`src/rtl/twin_timer_pkg.sv`:
```
package twin_timer_pkg;
   localparam int PSEL_W = 4;

   typedef enum logic [1:0] {
      MODE_FREE     = 2'd0,
      MODE_PERIODIC = 2'd1,
      MODE_ONESHOT  = 2'd2,
      MODE_ONESHOT2 = 2'd3
   } tmr_mode_e;

   typedef struct packed {
      logic              en;
      tmr_mode_e         mode;
      logic [PSEL_W-1:0] psel;
   } tmr_ctl_t;
endpackage

```
`src/rtl/tmr_prescaler.sv`:
```
module tmr_prescaler #(
   parameter int PS_W  = 16,
   parameter int SEL_W = 4
) (
   input  logic             clk,
   input  logic             rst_n,
   input  logic             run_i,
   input  logic             clr_i,
   input  logic [SEL_W-1:0] sel_i,
   output logic             tick_o
);
   localparam logic [PS_W-1:0] ONES = '1;
   localparam int MAX_SEL = (1 << SEL_W) - 1;

   generate
      if (PS_W < MAX_SEL + 1) begin : g_bad_width
         $error("tmr_prescaler: PS_W too small for the largest prescale code");
      end
   endgenerate

   logic [PS_W-1:0] div_q;
   logic [PS_W-1:0] msk;

   // code c >= 1 needs the low c+1 bits all ones: period 2^(c+1)
   always_comb msk = ONES >> (PS_W - 1 - int'(sel_i));

   always_ff @(posedge clk or negedge rst_n) begin
      if (!rst_n)
         div_q <= '0;
      else if (clr_i)
         div_q <= '0;
      else if (run_i)
         div_q <= div_q + 1'b1;
   end

   assign tick_o = run_i && ((sel_i == '0) || ((div_q & msk) == msk));
endmodule

```
`src/rtl/tmr_channel.sv`:
```
module tmr_channel
   import twin_timer_pkg::*;
#(
   parameter int CNT_W = 16,
   parameter int PS_W  = 16
) (
   input  logic             clk,
   input  logic             rst_n,
   input  logic             ld_wr_i,
   input  logic [CNT_W-1:0] ld_data_i,
   input  logic             ctl_wr_i,
   input  tmr_ctl_t         ctl_data_i,
   input  logic             restart_i,
   input  logic             flag_clr_i,
   output logic [CNT_W-1:0] cnt_o,
   output logic [CNT_W-1:0] load_o,
   output tmr_ctl_t         ctl_o,
   output logic             flag_o
);
   localparam logic [CNT_W-1:0] ONE = CNT_W'(1);

   logic [CNT_W-1:0] cnt_q, load_q, cnt_nx;
   tmr_ctl_t         ctl_q;
   logic             flag_q, tick, hit;

   tmr_prescaler #(.PS_W(PS_W), .SEL_W(PSEL_W)) pre_i (
      .clk    (clk),
      .rst_n  (rst_n),
      .run_i  (ctl_q.en),
      .clr_i  (restart_i | ~ctl_q.en),
      .sel_i  (ctl_q.psel),
      .tick_o (tick)
   );

   always_comb begin
      if (cnt_q != '0)
         cnt_nx = cnt_q - ONE;
      else begin
         unique case (ctl_q.mode)
            MODE_FREE:     cnt_nx = '1;
            MODE_PERIODIC: cnt_nx = load_q;
            default:       cnt_nx = '0;
         endcase
      end
   end

   assign hit = tick && !restart_i && (cnt_q == ONE);

   always_ff @(posedge clk or negedge rst_n) begin
      if (!rst_n) begin
         cnt_q  <= '0;
         load_q <= '0;
         ctl_q  <= '0;
         flag_q <= 1'b0;
      end else begin
         if (ld_wr_i)  load_q <= ld_data_i;
         if (ctl_wr_i) ctl_q  <= ctl_data_i;
         if (restart_i)
            cnt_q <= load_q;
         else if (ld_wr_i && !ctl_q.en)
            cnt_q <= ld_data_i;
         else if (tick)
            cnt_q <= cnt_nx;
         flag_q <= hit | (flag_q & ~flag_clr_i);
      end
   end

   assign cnt_o  = cnt_q;
   assign load_o = load_q;
   assign ctl_o  = ctl_q;
   assign flag_o = flag_q;
endmodule

```
`src/rtl/twin_tick_timer.sv`:
```
module twin_tick_timer
   import twin_timer_pkg::*;
#(
   parameter int N_TIMERS = 2,
   parameter int CNT_W    = 16,
   parameter int PS_W     = 16,
   parameter int ADDR_W   = 8,
   parameter int DATA_W   = 32
) (
   input  logic              clk,
   input  logic              rst_n,
   input  logic [ADDR_W-1:0] bus_addr,
   input  logic              bus_we,
   input  logic [DATA_W-1:0] bus_wdata,
   output logic [DATA_W-1:0] bus_rdata,
   output logic [N_TIMERS-1:0] irq
);
   localparam int SLOT_W  = ADDR_W - 4;
   localparam int RST_LSB = 4;

   generate
      if (N_TIMERS < 1 || N_TIMERS > 4) begin : g_bad_n
         $error("twin_tick_timer: N_TIMERS must be 1 to 4");
      end
      if ((1 << SLOT_W) <= N_TIMERS) begin : g_bad_addr
         $error("twin_tick_timer: ADDR_W too narrow for the timer slots");
      end
      if (CNT_W > DATA_W || DATA_W < 8) begin : g_bad_data
         $error("twin_tick_timer: DATA_W too narrow");
      end
   endgenerate

   logic [SLOT_W-1:0] slot;
   logic [3:0]        regi;
   logic              stat_wr;
   assign slot    = bus_addr[ADDR_W-1:4];
   assign regi    = bus_addr[3:0];
   assign stat_wr = bus_we && (slot == '0) && (regi == 4'h0);

   logic [N_TIMERS-1:0]            ld_wr, ctl_wr, rst_req, flag_clr, flag, en;
   logic [N_TIMERS-1:0][CNT_W-1:0] cnt, load;
   logic [N_TIMERS-1:0][1:0]       mode;
   tmr_ctl_t                       ctl [N_TIMERS];
   tmr_ctl_t                       ctl_wdata;
   assign ctl_wdata = '{en: bus_wdata[7], mode: tmr_mode_e'(bus_wdata[5:4]),
                        psel: bus_wdata[PSEL_W-1:0]};

   generate
      for (genvar i = 0; i < N_TIMERS; i++) begin : g_tmr
         logic sel;
         assign sel         = bus_we && (slot == SLOT_W'(i + 1));
         assign ld_wr[i]    = sel && (regi == 4'h0);
         assign ctl_wr[i]   = sel && (regi == 4'h8);
         assign rst_req[i]  = stat_wr && bus_wdata[RST_LSB + i];
         assign flag_clr[i] = stat_wr && bus_wdata[i];

         tmr_channel #(.CNT_W(CNT_W), .PS_W(PS_W)) ch_i (
            .clk        (clk),
            .rst_n      (rst_n),
            .ld_wr_i    (ld_wr[i]),
            .ld_data_i  (bus_wdata[CNT_W-1:0]),
            .ctl_wr_i   (ctl_wr[i]),
            .ctl_data_i (ctl_wdata),
            .restart_i  (rst_req[i]),
            .flag_clr_i (flag_clr[i]),
            .cnt_o      (cnt[i]),
            .load_o     (load[i]),
            .ctl_o      (ctl[i]),
            .flag_o     (flag[i])
         );
         assign en[i]   = ctl[i].en;
         assign mode[i] = ctl[i].mode;
      end
   endgenerate

   always_comb begin
      bus_rdata = '0;
      if (slot == '0 && regi == 4'h0)
         bus_rdata[N_TIMERS-1:0] = flag;
      for (int i = 0; i < N_TIMERS; i++) begin
         if (slot == SLOT_W'(i + 1)) begin
            unique case (regi)
               4'h0: bus_rdata[CNT_W-1:0] = load[i];
               4'h4: bus_rdata[CNT_W-1:0] = cnt[i];
               4'h8: bus_rdata[7:0] = {ctl[i].en, 1'b0, ctl[i].mode, ctl[i].psel};
               default: ;
            endcase
         end
      end
   end

   assign irq = flag;
endmodule


```
`config.mk`:
```
export PLATFORM = sky130hd
export DESIGN_NAME = twin_tick_timer
export DESIGN_NICKNAME = d
export VERILOG_FILES = /design/src/rtl/twin_timer_pkg.sv /design/src/rtl/tmr_prescaler.sv /design/src/rtl/tmr_channel.sv /design/src/rtl/twin_tick_timer.sv
export SDC_FILE = /design/constraint.sdc
export NUM_CORES = 1
export LEC_CHECK = 0
export ABC_CLOCK_PERIOD_IN_PS = 2700
export BUFFER_PORTS_ARGS = -buffer_cell sky130_fd_sc_hd__buf_2
export CAP_MARGIN = 20
export CORE_MARGIN = 4
export CORE_UTILIZATION = 62
export CTS_BUF_LIST = sky130_fd_sc_hd__clkbuf_2 sky130_fd_sc_hd__clkbuf_4 sky130_fd_sc_hd__clkbuf_8
export DETAILED_ROUTE_END_ITERATION = 8
export PLACE_DENSITY = 0.82
export SETUP_SLACK_MARGIN = 0.2
export SLEW_MARGIN = 15
export SYNTH_ARGS = -nofsm -noshare
export SYNTH_HDL_FRONTEND = slang
export SYNTH_SLANG_ARGS = --single-unit
```
`constraint.sdc`:
```
create_clock -name clk -period 2.7 [get_ports clk]
set_input_delay 0.27 -clock clk [delete_from_list [all_inputs] [get_ports clk]]
set_output_delay 0.27 -clock clk [all_outputs]
set_load 0.005 [all_outputs]
```
Word-level counts from Yosys, hierarchy flattened

Index checks and enable logic that the tools add are counted.

Bits of input ports: 43
Flip-flop bits (word level): 112

Shifts and indexed selects: 2
Bitwise logic cells: 12
Mux-type cells: 21
Reductions and logical operators: 39
Add/subtract/negate cells: 6
Eq/ne operators: 10

Operators by type and width:

| kind                                                                    | count |
|---|---|
| 16-bit two-way mux                                                      | 14 |
| 16-bit one-hot mux with 2 select lines                                  | 2 |
| 16-bit by 32-bit right shift with 16-bit output (first input constant)  | 2 |
| 8-bit one-hot mux with 3 select lines                                   | 2 |
| 16-bit by 1-bit adder with 16-bit output (second input constant)        | 2 |
| 16-bit AND                                                              | 2 |
| 16-bit by 1-bit equality test with 1-bit output (second input constant) | 2 |
| 16-bit equality test                                                    | 2 |
| 8-bit one-hot mux with 2 select lines                                   | 2 |
| 16-bit nonzero test                                                     | 2 |
| 16-bit by 1-bit subtractor with 16-bit output (second input constant)   | 2 |
| 1-bit logical AND                                                       | 21 |
| 4-bit logical NOT                                                       | 4 |
| 4-bit by 4-bit subtractor with 5-bit output (first input constant)      | 2 |
| 3-bit nonzero test                                                      | 2 |
| 2-bit by 1-bit equality test with 1-bit output (second input constant)  | 2 |
| 4-bit by 1-bit equality test with 1-bit output (second input constant)  | 1 |
| 4-bit by 2-bit equality test with 1-bit output (second input constant)  | 1 |
| 4-bit by 3-bit equality test with 1-bit output (second input constant)  | 1 |
| 4-bit equality test (second input constant)                             | 1 |
| 1-bit logical NOT                                                       | 4 |
| 2-bit logical NOT                                                       | 2 |
| 1-bit NOT                                                               | 4 |
| 1-bit OR                                                                | 4 |
| 4 further kinds                                                         | 7 |

Logic depth before layout (Yosys ltp)

Gate-level depths: netlist (run 1).

Depth after elaboration: 9
Mapped depth: 10
Gate-level depth less buffers: 8

Hierarchy

From an unflattened synthesis (run 1), not the netlist that was laid out.

Cells, all modules: 869
Area total of the unflattened synthesis: 7699.9 um2

Modules (own cells, without submodules):

| module                               | times used | area each (um2) | cells each |
|---|---|---|---|
| tmr_channel                          | 2          | 2483.6          | 275 |
| tmr_prescaler at g_tmr[0].ch_i.pre_i | 1          | 957.2           | 102 |
| tmr_prescaler at g_tmr[1].ch_i.pre_i | 1          | 953.4           | 109 |
| twin_tick_timer                      | 1          | 822.0           | 108 |

Worst setup path before layout (run 1)

No wires, ideal clock.

Path kind: register to register
From: reg g_tmr[1].ch_i.cnt_q[0]
To: reg g_tmr[1].ch_i.cnt_q[0]
Cell stages (with the launch flop): 10
Path slack: 0.297 ns
Arrival: 2.270 ns
Data required time: 2.567 ns
Setup time: 0.133 ns
Buffers on the path: 2
Clock period less this slack: 2.403 ns
Cells stage by stage: dfrtp_1 -> inv_1 -> ha_1 -> or3b_2 -> or4_1 -> buf_2 -> buf_6 -> a211oi_2 -> a2bb2oi_1 -> mux2i_1

Word-level cells in the longest chain between the ends: 5
Elaborated cells on any way between the ends: 6
Classes of those cells: add/sub: 1; mux: 4; reduce/logical: 1

RTL lines:

| element                                                                              | line                                 | text |
|---|---|---|
| start: declaration                                                                   | tmr_channel.sv:22                    | `logic [CNT_W-1:0] cnt_q, load_q, cnt_nx;` |
| start signal: assignment                                                             | tmr_channel.sv:59                    | `cnt_q <= load_q;` |
| start signal: assignment                                                             | tmr_channel.sv:61                    | `cnt_q <= ld_data_i;` |
| start signal: assignment                                                             | tmr_channel.sv:63                    | `cnt_q <= cnt_nx;` |
| 16-bit by 1-bit subtractor with 16-bit output or 16-bit nonzero test (tied branches) | tmr_channel.sv:37, tmr_channel.sv:36 |  |
| 16-bit two-way mux *                                                                 | tmr_channel.sv:36                    | `if (cnt_q != '0)` |
| 16-bit two-way mux *                                                                 | tmr_channel.sv:62                    | `else if (tick)` |
| 16-bit two-way mux *                                                                 | tmr_channel.sv:60                    | `else if (ld_wr_i && !ctl_q.en)` |
| 16-bit two-way mux *                                                                 | tmr_channel.sv:58                    | `if (restart_i)` |

Mark *: on every way between the ends. The rest lies on a longest branch, timed or not. The select of a mux whose other input is x is not followed.
A chain may end at the register's enable or synchronous reset.

Final worst setup path (run 1)

From: reg g_tmr[1].ch_i.cnt_q[5]
To: reg g_tmr[1].ch_i.cnt_q[2]

Word-level cells in the longest chain between the ends: 5

RTL lines:

| element             | line |
|---|---|
| 16-bit nonzero test | tmr_channel.sv:36 |
| 16-bit two-way mux  | tmr_channel.sv:36 |
| 16-bit two-way mux  | tmr_channel.sv:62 |
| 16-bit two-way mux  | tmr_channel.sv:60 |
| 16-bit two-way mux  | tmr_channel.sv:58 |

No other way between the ends. The select of a mux whose other input is x is not followed.

==> impl_metrics.ini, run 1 <==
[global_routing]
grt_pass1_vias = 7248
grt_start_max_net_pins = 63
grt_pass1_wl_mm = 38.2
antenna_found_initial = 0
grt.total_usage_pct = 33.7
grt.overflow.total = 0

[timing]
setup_viol = 0
finalWorstSetupSlack_ns = 0.251
fin_crit_sh_pct = 90.7
relSlewSlack_pct = 44.6
tns_ns = 0
slew_violations = 0
worst_clock_skew_ns = 0.00925
fmax_ghz = 0.408
rsz0062_at_grt = false
worst_pin_slew_ns = 0.825
fin_crit_ns = 2.45
timing_hold_violations_final = 0

[layout]
fin_cells = 1104
final_cell_mix = dfrtp_1, nor2_1, o21ai_0, nand2_1, buf_4
multi_input_comb_area_um2 = 4490
n_antenna_cell = 0
final_area_um2 = 8570
final_common_cell = dfrtp_1
syn2layout_area_growth_pct = 11.8
seqCellArea_um2 = 2800
drive_gt1_share_pct = 22.0
final_util_pct = 71.1
nets = 982
nFillCells = 936

[clock_tree]
cts_max_level = 3
clkLatencyLatePin_ns = 0.41
cts-root-buf = clkbuf_8
cts_tree = yes
clock_sinks = 112
cts.path.max_buffers = 2
cts_buffers = 9
clk_pin_slew_worst_paths_ns = 0.11

[place]
io_buffers = 44
dp_slack_ns = 0.170
place_congestion = 0.977
placedCellCount = 1083
place_area_um2 = 8260
dp_hpwl_mm = 17.2

[drt]
wl_mm = 23.9
avgRoutedWirePerCell_um = 21.7
drt-pass1-iter-count = 6
drt_iter0_markers = 1026
ant_nets = 0
num_vias = 7552
drc = 0
via_per_inst = 6.84

[min_path]
hp-class = input pin to register
hp-start = bus_wdata[11]
hold_end = g_tmr[0].ch_i.load_o[11]
min_path_cells = 2

[worst_setup_path]
worstSetupStartpointType = register
arrival_ns = 2.75
worstPathCellList = or4_4 -> or4_4 -> buf_6 -> o211ai_1 -> a22oi_1 -> mux2_2
worst_setup_path_end_kind = register
max_stage_delay_ns = 0.58
cp_common_cell = or4_4
path_depth = 6
critPathKind = register to register
r2r_start = g_tmr[1].ch_i.cnt_o[5]
rrSetupSlack_ns = 0.25
slowest_stage = or4_4
critPathMaxFanout = 11
reg2reg_depth = 6
critical_path_buf_inv_count = 1
required_ns = 3.00
r2r-end = g_tmr[1].ch_i.cnt_o[2]
path_delay_family = simple AND/OR/NAND/NOR gates

[power_and_ir_drop]
p_leak_nw = 3.55
vdd_drop_max_uv = 432
power-per-cell-area_nw_per_um2 = 560

[floorplanning]
die_height_um = 119
io_pins = 77
core_area_um2 = 12100
die_w_um = 119
dieArea_um2 = 14200
rows = 40
start_util_pct = 63.6

[yosys]
synth_area_per_cell_um2 = 8.83
synth_edf_count = 0
ys_types = 76
synthFlopType = dfrtp_1
yosysWarnings = 0
synthesis.area_um2 = 7670
synthArstFlopShare_pct = 100
yosysSeqAreaShare_pct = 36.6
yosys_register_bits = 112
synth_cells = 868

[job]
max-cap-violations = 0

[status]
outcome = finished clean
## worst max-delay path by stage
stage	from	to	slack [ns]
final	g_tmr[1].ch_i.cnt_o[5]	g_tmr[1].ch_i.cnt_o[2]	0.25
after global routing	g_tmr[1].ch_i.cnt_o[4]	g_tmr[1].ch_i.cnt_o[2]	0.20
after CTS	g_tmr[1].ch_i.cnt_o[1]	g_tmr[1].ch_i.cnt_o[2]	0.21
after detailed placement	g_tmr[1].ch_i.cnt_o[0]	g_tmr[1].ch_i.cnt_o[2]	0.17
after global placement	g_tmr[0].ch_i.cnt_o[1]	g_tmr[0].ch_i.cnt_o[11]	0.23
after floorplan	g_tmr[1].ch_i.cnt_o[0]	g_tmr[1].ch_i.cnt_o[0]	0.30
## sequential cells by signal (all words and copies together), names as in the netlist
register and cells:
g_tmr.ch_i.cnt_o 32, g_tmr.ch_i.load_o 32, g_tmr.ch_i.pre_i.div_q 32, g_tmr.ch_i.ctl_o 14
g_tmr.ch_i.flag_o 2
## metal layers
metal	wire length (um)	vias to the layer above	global-route usage, %	share of wire, %
met1	9740	3638	46.1	41
met3	2210	95	6.22	9.3
met2	11000	479	52.2	46
met5	0	-	0	0
li1	-	3340	-	-
met4	1010	0	14.8	4.2
## synthesized netlist by cell type, types with 17 or more instances
cell type  number  area [um^2]
clkbuf_1       33          124
dfrtp_1       112         2800
a22oi_1        27          203
nand2_1        64          240
nand3_1        23          115
o21ai_0        65          325
a21oi_1        50          250
xor2_1         18          158
mux2_2         51          574
nor2_1         76          285
buf_4          18          135
o22ai_1        32          200
xnor2_1        17          149
inv_1          25         93.8
## cells by family after synthesis
kind of cell / count (synthesis) / share of synthesized area (%)
mux: 67 / 9.58
fa+ha+maj: 8 / 1.31
flops: 112 / 36.6
simple gates: 278 / 19.5
xor+xnor: 35 / 4.00
compound gates: 271 / 22.9
buf+inv: 96 / 6.17
other cells: 1 / 0.0489
## power breakdown
group,internal (mW),switching (mW)
Combinational,0.702,0.844
Sequential,1.84,0.234
Clock,0.556,0.631
## metrics by stage
step           total power, mW  hold WS [ns]
2_1_floorplan             3.05       -0.0256
3_3_place_gp              3.51         0.235
3_5_place_dp              3.56         0.239
4_1_cts                   4.72         0.145
5_1_grt                   5.00         0.162
6_report                  4.80         0.151
## area by class of cell
cell class / count / area share [%]
well taps: 168 / 2.45
inverters: 25 / 1.09
clock buffers: 11 / 1.62
flip-flops and latches: 112 / 32.7
repair buffers: 108 / 8.71
clock inverters: 5 / 1.04
multi-input cells: 675 / 52.4
## what timing repair did
action	in CTS	in global routing
setup endpoints to repair	5	15
hold buffers	1	0
buffers inserted	2	2
gates cloned	0	0
hold endpoints to repair	30	0
resized for setup	3	8
pin swaps	0	0
Power figures use the tool's default switching activity.
==> inputs of run 2 (changes only) <==
- ABC_AREA: not set -> 1
==> impl_metrics.ini, run 2 <==
[status]
outcome = finished clean

[timing]
fin_crit_ns = 2.29
timing_hold_violations_final = 0
worst_clock_skew_ns = 0.0129
setup_viol = 0
worst_pin_slew_ns = 0.816
fmax_ghz = 0.437
rsz0062_at_grt = false
hold_ws_ns = 0.151
tns_ns = 0
slew_violations = 0
relSlewSlack_pct = 45.5
fin_crit_sh_pct = 84.7

[place]
place_congestion = 0.946
io_buffers = 44
dp_hpwl_mm = 16.3

[power_and_ir_drop]
power-per-cell-area_nw_per_um2 = 429
power_switching_mw = 1.22
seqPwrFrac_pct = 54.5
p_int_mw = 2.44
p_leak_nw = 4.32
clock_power_share_pct = 26.7
swShare_pct = 33.4
p_total_mw = 3.66
vdd_drop_max_uv = 604
p_comb_share_pct = 18.8

[drt]
drt_iter0_markers = 1105
wl_mm = 22.0
ant_nets = 0
via_per_inst = 5.65
drt-pass1-iter-count = 5
num_vias = 8164
drc = 0
avgRoutedWirePerCell_um = 15.2

[layout]
syn2layout_area_growth_pct = 5.62
final_cell_mix = nand2_1, nand3_1, inv_1, dfrtp_1, nor2_1
n_antenna_cell = 0
nets = 1320
nFillCells = 1182
seqCellArea_um2 = 2800
final_common_cell = nand2_1
drive_gt1_share_pct = 8.79
multi_input_comb_area_um2 = 4390

[worst_setup_path]
worstSetupStartpointType = register
arrival_ns = 2.02
required_ns = 2.43
worst_setup_path_end_kind = output pin
critPathKind = register to output pin
r2r-end = g_tmr[1].ch_i.cnt_o[3]
reg2reg_depth = 11
critPathMaxFanout = 10
rrSetupSlack_ns = 0.60
setup.worst_path.start = g_tmr[1].ch_i.ctl_o[4]
r2r_start = g_tmr[1].ch_i.ctl_o[3]

[global_routing]
grt_pass1_vias = 7459
antenna_found_initial = 0
grt.total_usage_pct = 31.1
grt.overflow.total = 0
grt_pass1_wl_mm = 37.0
grt_start_max_net_pins = 113

[clock_tree]
cts-root-buf = clkbuf_8
cts_max_level = 3
cts.path.max_buffers = 2
cts_buffers = 9
cts_tree = yes
clk_pin_slew_worst_paths_ns = 0.11
clock_sinks = 112
clkLatencyLatePin_ns = 0.40

[yosys]
yosysSeqAreaShare_pct = 34.7
yosysWarnings = 0
yosysTopAreaCellShare_pct = 34.7
synth.top_cells.by_count = nand2_1, inv_1, nand3_1
synth_top_cell_by_area = dfrtp_1
synthesis.area_um2 = 8090
synth_most_common_cell = nand2_1
netlist_top_cells_area = dfrtp_1, nand2_1, nand3_1
synthArstFlopShare_pct = 100
synthFlopType = dfrtp_1
synth_edf_count = 0
yosys_register_bits = 112
ys_types = 40
synth_cells = 1243
synth_area_per_cell_um2 = 6.51

[job]
max-cap-violations = 0

[floorplanning]
die_w_um = 122
io_pins = 77
core_area_um2 = 12700
start_util_pct = 63.8
dieArea_um2 = 14900
rows = 41
die_height_um = 122

[min_path]
hp-class = input pin to register
hold_end = g_tmr[0].ch_i.ctl_o[1]
hp-start = bus_wdata[1]
min_path_cells = 3
==> run 2: metrics by stage <==
step	setup slack [ns]	instances	instance area [um^2]	util (%)
floorplan	1.06	1258	8140	-
global placement	0.593	1429	8350	65.9
detailed placement	0.539	1429	8350	65.9
CTS	0.470	1446	8540	67.4
global route	0.280	1446	8540	67.4
finish	0.413	1446	8540	67.4
==> run 2: cell families (layout without fill, tap and decap cells) <==
logic type      after synthesis  after routing  synth area share [%]
simple gates                712            712                  38.5
buf+inv                     217            233                  11.7
compound gates              178            178                  12.3
flops                       112            112                  34.7
xor+xnor                     15             15                  1.62
fa+ha+maj                     8              8                  1.24
other cells                   1             16                0.0464
==> run 2: final cells by class <==
class                           count  area share [%]
Clock buffer                       10            1.61
Clock inverter                      6           0.498
Inverter                          158            7.00
Multi-Input combinational cell    929            51.5
Sequential cell                   112            32.8
Tap cell                          172            2.52
Timing Repair Buffer               59            4.10
==> run 2: power by group through the flow <==
stage	sequential, mW	combinational, mW	clock, mW
finish	2.00	0.688	0.976
global route	2.03	0.798	1.07
CTS	1.99	0.684	0.998
detailed placement	2.02	0.679	0
global placement	2.02	0.661	0
floorplan	1.97	0.524	0
==> run 2: critical path: stages (launching register included) <==
cell      delay [ns]
dfrtp_1         0.54
clkinv_1        0.33
o22ai_1         0.20
a21oi_1         0.09
o22ai_1         0.28
buf_2           0.17
==> run 2: layer usage <==
| layer | GRT usage, % | vias to the layer above | share of wire (%) | routed length, um |
|---|---|---|---|---|
| met5 | 0 | - | 0 | 0 |
| met4 | 9.24 | 0 | 1.9 | 408 |
| met3 | 6.96 | 39 | 9.3 | 2040 |
| met2 | 46.8 | 373 | 45 | 9960 |
| met1 | 45.0 | 3735 | 44 | 9600 |
| li1 | - | 4017 | - | - |
==> run 2: how the worst max path moves through the flow <==
stage | depth (start not counted) | end | slack (ns)
6_report | 5 | bus_rdata[4] | 0.41
5_1_grt | 5 | bus_rdata[4] | 0.28
4_1_cts | 5 | bus_rdata[4] | 0.47
3_5_place_dp | 12 | g_tmr[0].ch_i.cnt_o[12] | 0.54
3_3_place_gp | 12 | g_tmr[0].ch_i.cnt_o[11] | 0.59
2_1_floorplan | 9 | g_tmr[0].ch_i.cnt_o[0] | 1.06
==> run 2: what timing repair did <==
item | CTS | global route
setup endpoints to repair | 0 | 0
endpoints found under the hold margin | 112 | 0
setup buffers | 0 | 0
gates resized for setup | 0 | 0
hold buffers | 1 | 0
